**src/rtl/llsc_pkg.sv**
```systemverilog
package llsc_pkg;

    typedef enum logic [1:0] {
        OP_LOAD  = 2'b00,
        OP_STORE = 2'b01,
        OP_LL    = 2'b10,
        OP_SC    = 2'b11
    } llsc_op_e;

    typedef enum logic [1:0] {
        ST_IDLE,
        ST_RD_DATA,
        ST_WR_DONE,
        ST_SC_DONE
    } llsc_state_e;

endpackage

```
**src/rtl/llsc_resv.sv**
```systemverilog
module llsc_resv #(
    parameter int AW   = 8,
    parameter int OFFW = 2,
    localparam int TW  = AW - OFFW
) (
    input  logic          clk,
    input  logic          rst_n,
    input  logic          arm,
    input  logic [TW-1:0] arm_tag,
    input  logic          consume,
    input  logic          own_wr,
    input  logic [TW-1:0] req_tag,
    input  logic          snoop_wr,
    input  logic [TW-1:0] snoop_tag,
    input  logic          ctx_switch,
    input  logic          evict,
    input  logic [TW-1:0] evict_tag,
    output logic          probe_ok
);

    logic          valid_q;
    logic [TW-1:0] tag_q;
    logic          snoop_hit, evict_hit, own_hit, kill, arm_blocked;

    always_comb begin
        snoop_hit   = snoop_wr && (snoop_tag == tag_q);
        evict_hit   = evict && (evict_tag == tag_q);
        own_hit     = own_wr && (req_tag == tag_q);
        kill        = ctx_switch || snoop_hit || evict_hit || own_hit || consume;
        arm_blocked = ctx_switch || (snoop_wr && snoop_tag == arm_tag)
                      || (evict && evict_tag == arm_tag);
        probe_ok    = valid_q && (req_tag == tag_q) && !ctx_switch
                      && !snoop_hit && !evict_hit;
    end

    always_ff @(posedge clk) begin
        if (!rst_n) begin
            valid_q <= 1'b0;
            tag_q   <= '0;
        end else if (arm) begin
            valid_q <= !arm_blocked;
            tag_q   <= arm_tag;
        end else if (kill) begin
            valid_q <= 1'b0;
        end
    end


    ctx_clear_chk: assert property (@(posedge clk) disable iff (!rst_n)
        ctx_switch |=> !valid_q);


    consume_clear_chk: assert property (@(posedge clk) disable iff (!rst_n)
        consume |=> !valid_q);


    arm_set_chk: assert property (@(posedge clk) disable iff (!rst_n)
        (arm && !arm_blocked) |=> (valid_q && tag_q == $past(arm_tag)));


    snoop_clear_chk: assert property (@(posedge clk) disable iff (!rst_n)
        (snoop_wr && valid_q && snoop_tag == tag_q && !arm) |=> !valid_q);

endmodule

```
**src/rtl/llsc_ctrl.sv**
```systemverilog
module llsc_ctrl
    import llsc_pkg::*;
#(
    parameter int AW = 8,
    parameter int DW = 32
) (
    input  logic          clk,
    input  logic          rst_n,
    input  logic          req_valid,
    output logic          req_ready,
    input  logic [1:0]    req_op,
    input  logic [AW-1:0] req_addr,
    input  logic [DW-1:0] req_wdata,
    output logic          rsp_valid,
    output logic [DW-1:0] rsp_rdata,
    output logic          mem_rd_en,
    output logic          mem_wr_en,
    output logic [AW-1:0] mem_addr,
    output logic [DW-1:0] mem_wdata,
    input  logic [DW-1:0] mem_rdata,
    input  logic          sc_ok,
    output logic          arm,
    output logic          consume,
    output logic          own_wr
);

    llsc_state_e state_q, state_d;
    llsc_op_e    op;
    logic        accept;
    logic        sc_res_q;

    assign op     = llsc_op_e'(req_op);
    assign accept = req_valid && (state_q == ST_IDLE);

    always_comb begin
        state_d = state_q;
        unique case (state_q)
            ST_IDLE: begin
                if (accept) begin
                    unique case (op)
                        OP_LOAD, OP_LL: state_d = ST_RD_DATA;
                        OP_STORE:       state_d = ST_WR_DONE;
                        OP_SC:          state_d = ST_SC_DONE;
                    endcase
                end
            end
            ST_RD_DATA, ST_WR_DONE, ST_SC_DONE: state_d = ST_IDLE;
        endcase
    end

    always_ff @(posedge clk) begin
        if (!rst_n) begin
            state_q  <= ST_IDLE;
            sc_res_q <= 1'b0;
        end else begin
            state_q <= state_d;
            if (accept && op == OP_SC) sc_res_q <= sc_ok;
        end
    end

    always_comb begin
        req_ready = (state_q == ST_IDLE);
        rsp_valid = (state_q != ST_IDLE);
        unique case (state_q)
            ST_RD_DATA: rsp_rdata = mem_rdata;
            ST_SC_DONE: rsp_rdata = {{(DW-1){1'b0}}, sc_res_q};
            default:    rsp_rdata = '0;
        endcase
        mem_rd_en = accept && (op == OP_LOAD || op == OP_LL);
        mem_wr_en = accept && (op == OP_STORE || (op == OP_SC && sc_ok));
        mem_addr  = req_addr;
        mem_wdata = req_wdata;
        arm       = accept && (op == OP_LL);
        consume   = accept && (op == OP_SC);
        own_wr    = accept && (op == OP_STORE);
    end


    rsp_follow_chk: assert property (@(posedge clk) disable iff (!rst_n)
        accept |=> (rsp_valid && !req_ready));


    rsp_single_chk: assert property (@(posedge clk) disable iff (!rst_n)
        rsp_valid |=> !rsp_valid);


    sc_fail_quiet_chk: assert property (@(posedge clk) disable iff (!rst_n)
        (consume && !sc_ok) |-> (!mem_wr_en && !mem_rd_en));


    sc_result_chk: assert property (@(posedge clk) disable iff (!rst_n)
        consume |=> (rsp_rdata == {{(DW-1){1'b0}}, $past(sc_ok)}));

endmodule

```
**src/rtl/llsc_monitor.sv**
```systemverilog
module llsc_monitor #(
    parameter int AW   = 8,
    parameter int DW   = 32,
    parameter int OFFW = 2,
    localparam int TW  = AW - OFFW
) (
    input  logic          clk,
    input  logic          rst_n,
    input  logic          req_valid,
    output logic          req_ready,
    input  logic [1:0]    req_op,
    input  logic [AW-1:0] req_addr,
    input  logic [DW-1:0] req_wdata,
    output logic          rsp_valid,
    output logic [DW-1:0] rsp_rdata,
    output logic          mem_rd_en,
    output logic          mem_wr_en,
    output logic [AW-1:0] mem_addr,
    output logic [DW-1:0] mem_wdata,
    input  logic [DW-1:0] mem_rdata,
    input  logic          snoop_wr,
    input  logic [TW-1:0] snoop_addr,
    input  logic          ctx_switch,
    input  logic          evict,
    input  logic [TW-1:0] evict_addr
);

    logic sc_ok, arm, consume, own_wr;

    llsc_ctrl #(.AW(AW), .DW(DW)) u_ctrl (
        .clk       (clk),
        .rst_n     (rst_n),
        .req_valid (req_valid),
        .req_ready (req_ready),
        .req_op    (req_op),
        .req_addr  (req_addr),
        .req_wdata (req_wdata),
        .rsp_valid (rsp_valid),
        .rsp_rdata (rsp_rdata),
        .mem_rd_en (mem_rd_en),
        .mem_wr_en (mem_wr_en),
        .mem_addr  (mem_addr),
        .mem_wdata (mem_wdata),
        .mem_rdata (mem_rdata),
        .sc_ok     (sc_ok),
        .arm       (arm),
        .consume   (consume),
        .own_wr    (own_wr)
    );

    llsc_resv #(.AW(AW), .OFFW(OFFW)) u_resv (
        .clk        (clk),
        .rst_n      (rst_n),
        .arm        (arm),
        .arm_tag    (req_addr[AW-1:OFFW]),
        .consume    (consume),
        .own_wr     (own_wr),
        .req_tag    (req_addr[AW-1:OFFW]),
        .snoop_wr   (snoop_wr),
        .snoop_tag  (snoop_addr),
        .ctx_switch (ctx_switch),
        .evict      (evict),
        .evict_tag  (evict_addr),
        .probe_ok   (sc_ok)
    );

endmodule

```
**config.mk**
```make
export PLATFORM = sky130hd
export DESIGN_NAME = llsc_monitor
export DESIGN_NICKNAME = d
export VERILOG_FILES = /design/src/rtl/llsc_pkg.sv /design/src/rtl/llsc_resv.sv /design/src/rtl/llsc_ctrl.sv /design/src/rtl/llsc_monitor.sv
export SDC_FILE = /design/constraint.sdc
export NUM_CORES = 1
export LEC_CHECK = 0
export BUFFER_PORTS_ARGS = -buffer_cell sky130_fd_sc_hd__buf_2
export CAP_MARGIN = 15
export CORE_MARGIN = 2
export CORE_UTILIZATION = 32
export DETAILED_ROUTE_END_ITERATION = 8
export GPL_ROUTABILITY_DRIVEN = 0
export PLACE_DENSITY = 0.9
export SLEW_MARGIN = 40
export SYNTH_ARGS = -nofsm -noshare
export SYNTH_HDL_FRONTEND = slang
export SYNTH_SLANG_ARGS = --single-unit
```
**constraint.sdc**
```tcl
create_clock -name clk -period 1.8 [get_ports clk]
set_input_delay 0.09 -clock clk [delete_from_list [all_inputs] [get_ports clk]]
set_output_delay 0.09 -clock clk [all_outputs]
set_load 0.05 [all_outputs]
```
==> parameters.txt <==
Parameter                              Value

Status
  Run status    complete, no violations

Timing
  Setup repair after global routing missed its margin    false
  Tightest hold margin    0.145 ns
  Worst-margin pin slew    0.413 ns
  Final Hold Violating Endpoints    0
  Number of pins with negative max-slew slack in the final report    0
  Max Fclk    0.584 GHz
  Tmin final    1.71 ns
  Setup Total Neg Slack    0 ns
  Worst clock skew on the final layout    0.00350 ns
  Slew HR    72.5%
  Share of the cycle needed by the critical path after routing    95.2%
  Final setup violating endpoints    0

Synth
  Async S/R FF share, synth    0%
  Area share of the leading cell type in the synthesized netlist    23.1%
  FF+latch count, synth    10
  Yosys warning count    0
  Most used flip-flop cell after synthesis    dfxtp_1
  Mean cell area of the mapped netlist    8.02 µm²
  Netlist area before placement    1300 µm²
  Seq/Total Area, Yosys    15.4%
  Area leader, netlist    buf_4
  Synth area leaders    buf_4 23%, xnor2_1 16%, dfxtp_1 15%, and2_1 15%, mux2i_1 5.4%
  Synthesized netlist net count    254
  Number of instances in the synthesized netlist    162
  Commonest cells in the synthesized netlist    40 x buf_4, 31 x and2_1, 23 x xnor2_1
  Netlist cell types    27
  Number of synthesized flops with an enable pin    0
  Most repeated cell in the gate-level netlist after synthesis    buf_4

Detailed routing
  Number of iterations in the first detailed-routing pass    4
  Total via count in the routed design    1,279
  Vias/cell    4.65
  # DRC    0
  Number of design-rule violations left by the first detailed-router iteration    28
  Routed wirelength normalized by instance count    15.5 µm
  ANT nets after route    0
  Final Routed Wirelength    4.27 mm

Power
  Leakage component of the power    0.842 nW
  Worst vdd rail ir drop    0.417 mV
  Clk network pwr share    31.4%
  Cell internal power dissipation    0.565 mW
  Power per unit of standard cell area    569 nW/µm²
  NetSw    0.361 mW
  Relative contribution of sequential cells to total power    25.7%
  Net switching fraction of the power    39.0%
  Power share of the combinational group    42.8%

Global routing
  Global-route usage over all layers    17.6%
  Number of antenna violations at the first check in global routing    0
  Wire length of the first global-routing pass    5.89 mm
  Vias in the first global route    1,186
  Grt ovf    0
  Maximum number of pins on one net before global-route repair    32

Final layout
  Number of antenna repair diodes    0
  Final core occ    41.3%
  Fraction of layout cells with a size suffix above 1    49.8%
  Total non-filler cell area in the finished layout    1630 µm²
  Fin nets    318
  Area growth, synth to finish    25.4%

Setup path
  Critical Path Source Type    flop
  Required time at the worst-slack endpoint    1.71 ns
  Critical Path End Type    output pin
  Highest fanout seen on the critical path    4
  Type of the worst setup path    flop to output pin
  Data arrival time at the worst-slack endpoint    1.62 ns

Floorplanning
  Die Span Y    67.7 µm
  Num ports    168
  Floorplan die area    4580 µm²
  Standard-cell row count    23
  Die boundary width    67.7 µm
  Area of the core region    3940 µm²
  Effective utilization at floorplan    32.9%

Min path
  HP Class    input port to flop

Clocking
  Clock tree from TritonCTS    yes
  Number of buffers inserted during clock tree synthesis    3
  Root buf cell    clkbuf_8
  Clock sinks    10
  Maximum buffer depth of the clock tree    2
  Latest clock arrival within the worst-skew pair    0.24 ns
  Clock Pin Slew Worst Setup and Hold Paths    0.05 ns
  Max H-tree Level    1

Place
  Post-placement cell area    1550 µm²
  Port-buffer cells    99
  Post-detail-place hpwl    3.58 mm

Flow run
  Max-Cap Viols    0
[sequential cells by signal (all words and copies together), names as in the netlist]
| name | count |
|---|---|
| u_resv.tag_q | 6 |
| u_ctrl.state_q | 2 |
| u_ctrl.sc_res_q | 1 |
| u_resv.valid_q | 1 |
[cells by family after synthesis]
| family | after synthesis | synth area share (%) |
|---|---|---|
| simple gates | 62 | 29.1 |
| xor+xnor | 30 | 20.2 |
| buf+inv | 47 | 25.7 |
| flops | 10 | 15.4 |
| compound gates | 6 | 4.14 |
| mux | 7 | 5.40 |
[timing repair]
| item | in CTS | in global routing |
|---|---|---|
| setup endpoints to repair | 0 | 1 |
| buffers inserted | 0 | 2 |
| resized for setup | 0 | 4 |
| hold buffers | 0 | 0 |
[critical path, stage by stage, from the launching register on]
cell	delay (ns)
dfxtp_1	0.35
xor2_1	0.19
nor4_2	0.33
nand2_1	0.14
o22ai_2	0.14
buf_4	0.22
[path summary, 6_finish.rpt]
check | start | to | slack [ns] | cells after the start
worst min-delay path | req_op[1] | u_ctrl.sc_res_q$_SDFFE_PN0P_ | 0.14 | 3
worst max-delay path | u_resv.tag_q[4]$_SDFFE_PN0P_ | mem_wr_en | 0.09 | 5
worst max register to register | u_ctrl.state_q[1]$_SDFFE_PN0P_ | u_resv.tag_q[5]$_SDFFE_PN0P_ | 0.20 | 5
worst min register to register | u_ctrl.sc_res_q$_SDFFE_PN0P_ | u_ctrl.sc_res_q$_SDFFE_PN0P_ | 0.47 | 2
[power groups by stage]
stage | Combinational [mW] | Sequential, mW | Clock [mW]
floorplan | 0.464 | 0.241 | 0
global placement | 0.385 | 0.242 | 0
detailed placement | 0.388 | 0.243 | 0
CTS | 0.392 | 0.238 | 0.291
global route | 0.422 | 0.239 | 0.302
finish | 0.397 | 0.239 | 0.291
[through the flow]
step | instances | setup WS, ns | power, mW
global route | 275 | 0.0133 | 0.963
detailed placement | 269 | 0.255 | 0.630
global placement | 269 | 0.295 | 0.628
floorplan | 162 | 0.0210 | 0.706
finish | 275 | 0.0863 | 0.926
CTS | 273 | 0.00278 | 0.921
[area by class of cell]
| type | count | area (µm²) |
|---|---|---|
| Fill cell | 422 | 2310 |
| Tap cell | 50 | 62.6 |
| Sequential cell | 10 | 201 |
| Multi-Input combinational cell | 105 | 771 |
| Inverter | 3 | 11.3 |
| Timing Repair Buffer | 103 | 528 |
| Clock buffer | 4 | 55.1 |
[layer usage]
| layer | vias to the layer above | global-route usage [%] | routed length (µm) | share of wire (%) |
|---|---|---|---|---|
| li1 | 610 | - | - | - |
| met1 | 580 | 20.7 | 1630 | 38 |
| met2 | 82 | 30.8 | 2090 | 49 |
| met3 | 7 | 4.83 | 497 | 12 |
| met4 | 0 | 5.87 | 55 | 1.3 |
| met5 | - | 0 | 0 | 0 |
[cell usage in the layout (no fill, tap or decap), types with 2 or more instances in the layout]
| master | synthesis | layout |
|---|---|---|
| buf_2 | 0 | 98 |
| and2_1 | 31 | 31 |
| xnor2_1 | 23 | 23 |
| dfxtp_1 | 10 | 9 |
| nor2_1 | 8 | 8 |
| mux2i_1 | 7 | 7 |
| xor2_1 | 7 | 7 |
| nand3_1 | 5 | 5 |
| buf_4 | 40 | 5 |
| nor2b_1 | 4 | 4 |
| nand4_1 | 4 | 4 |
| clkbuf_8 | 0 | 4 |
| inv_1 | 3 | 3 |
| nand2_1 | 3 | 3 |
| o22ai_2 | 1 | 2 |
(Power assumes the default switching activity.)
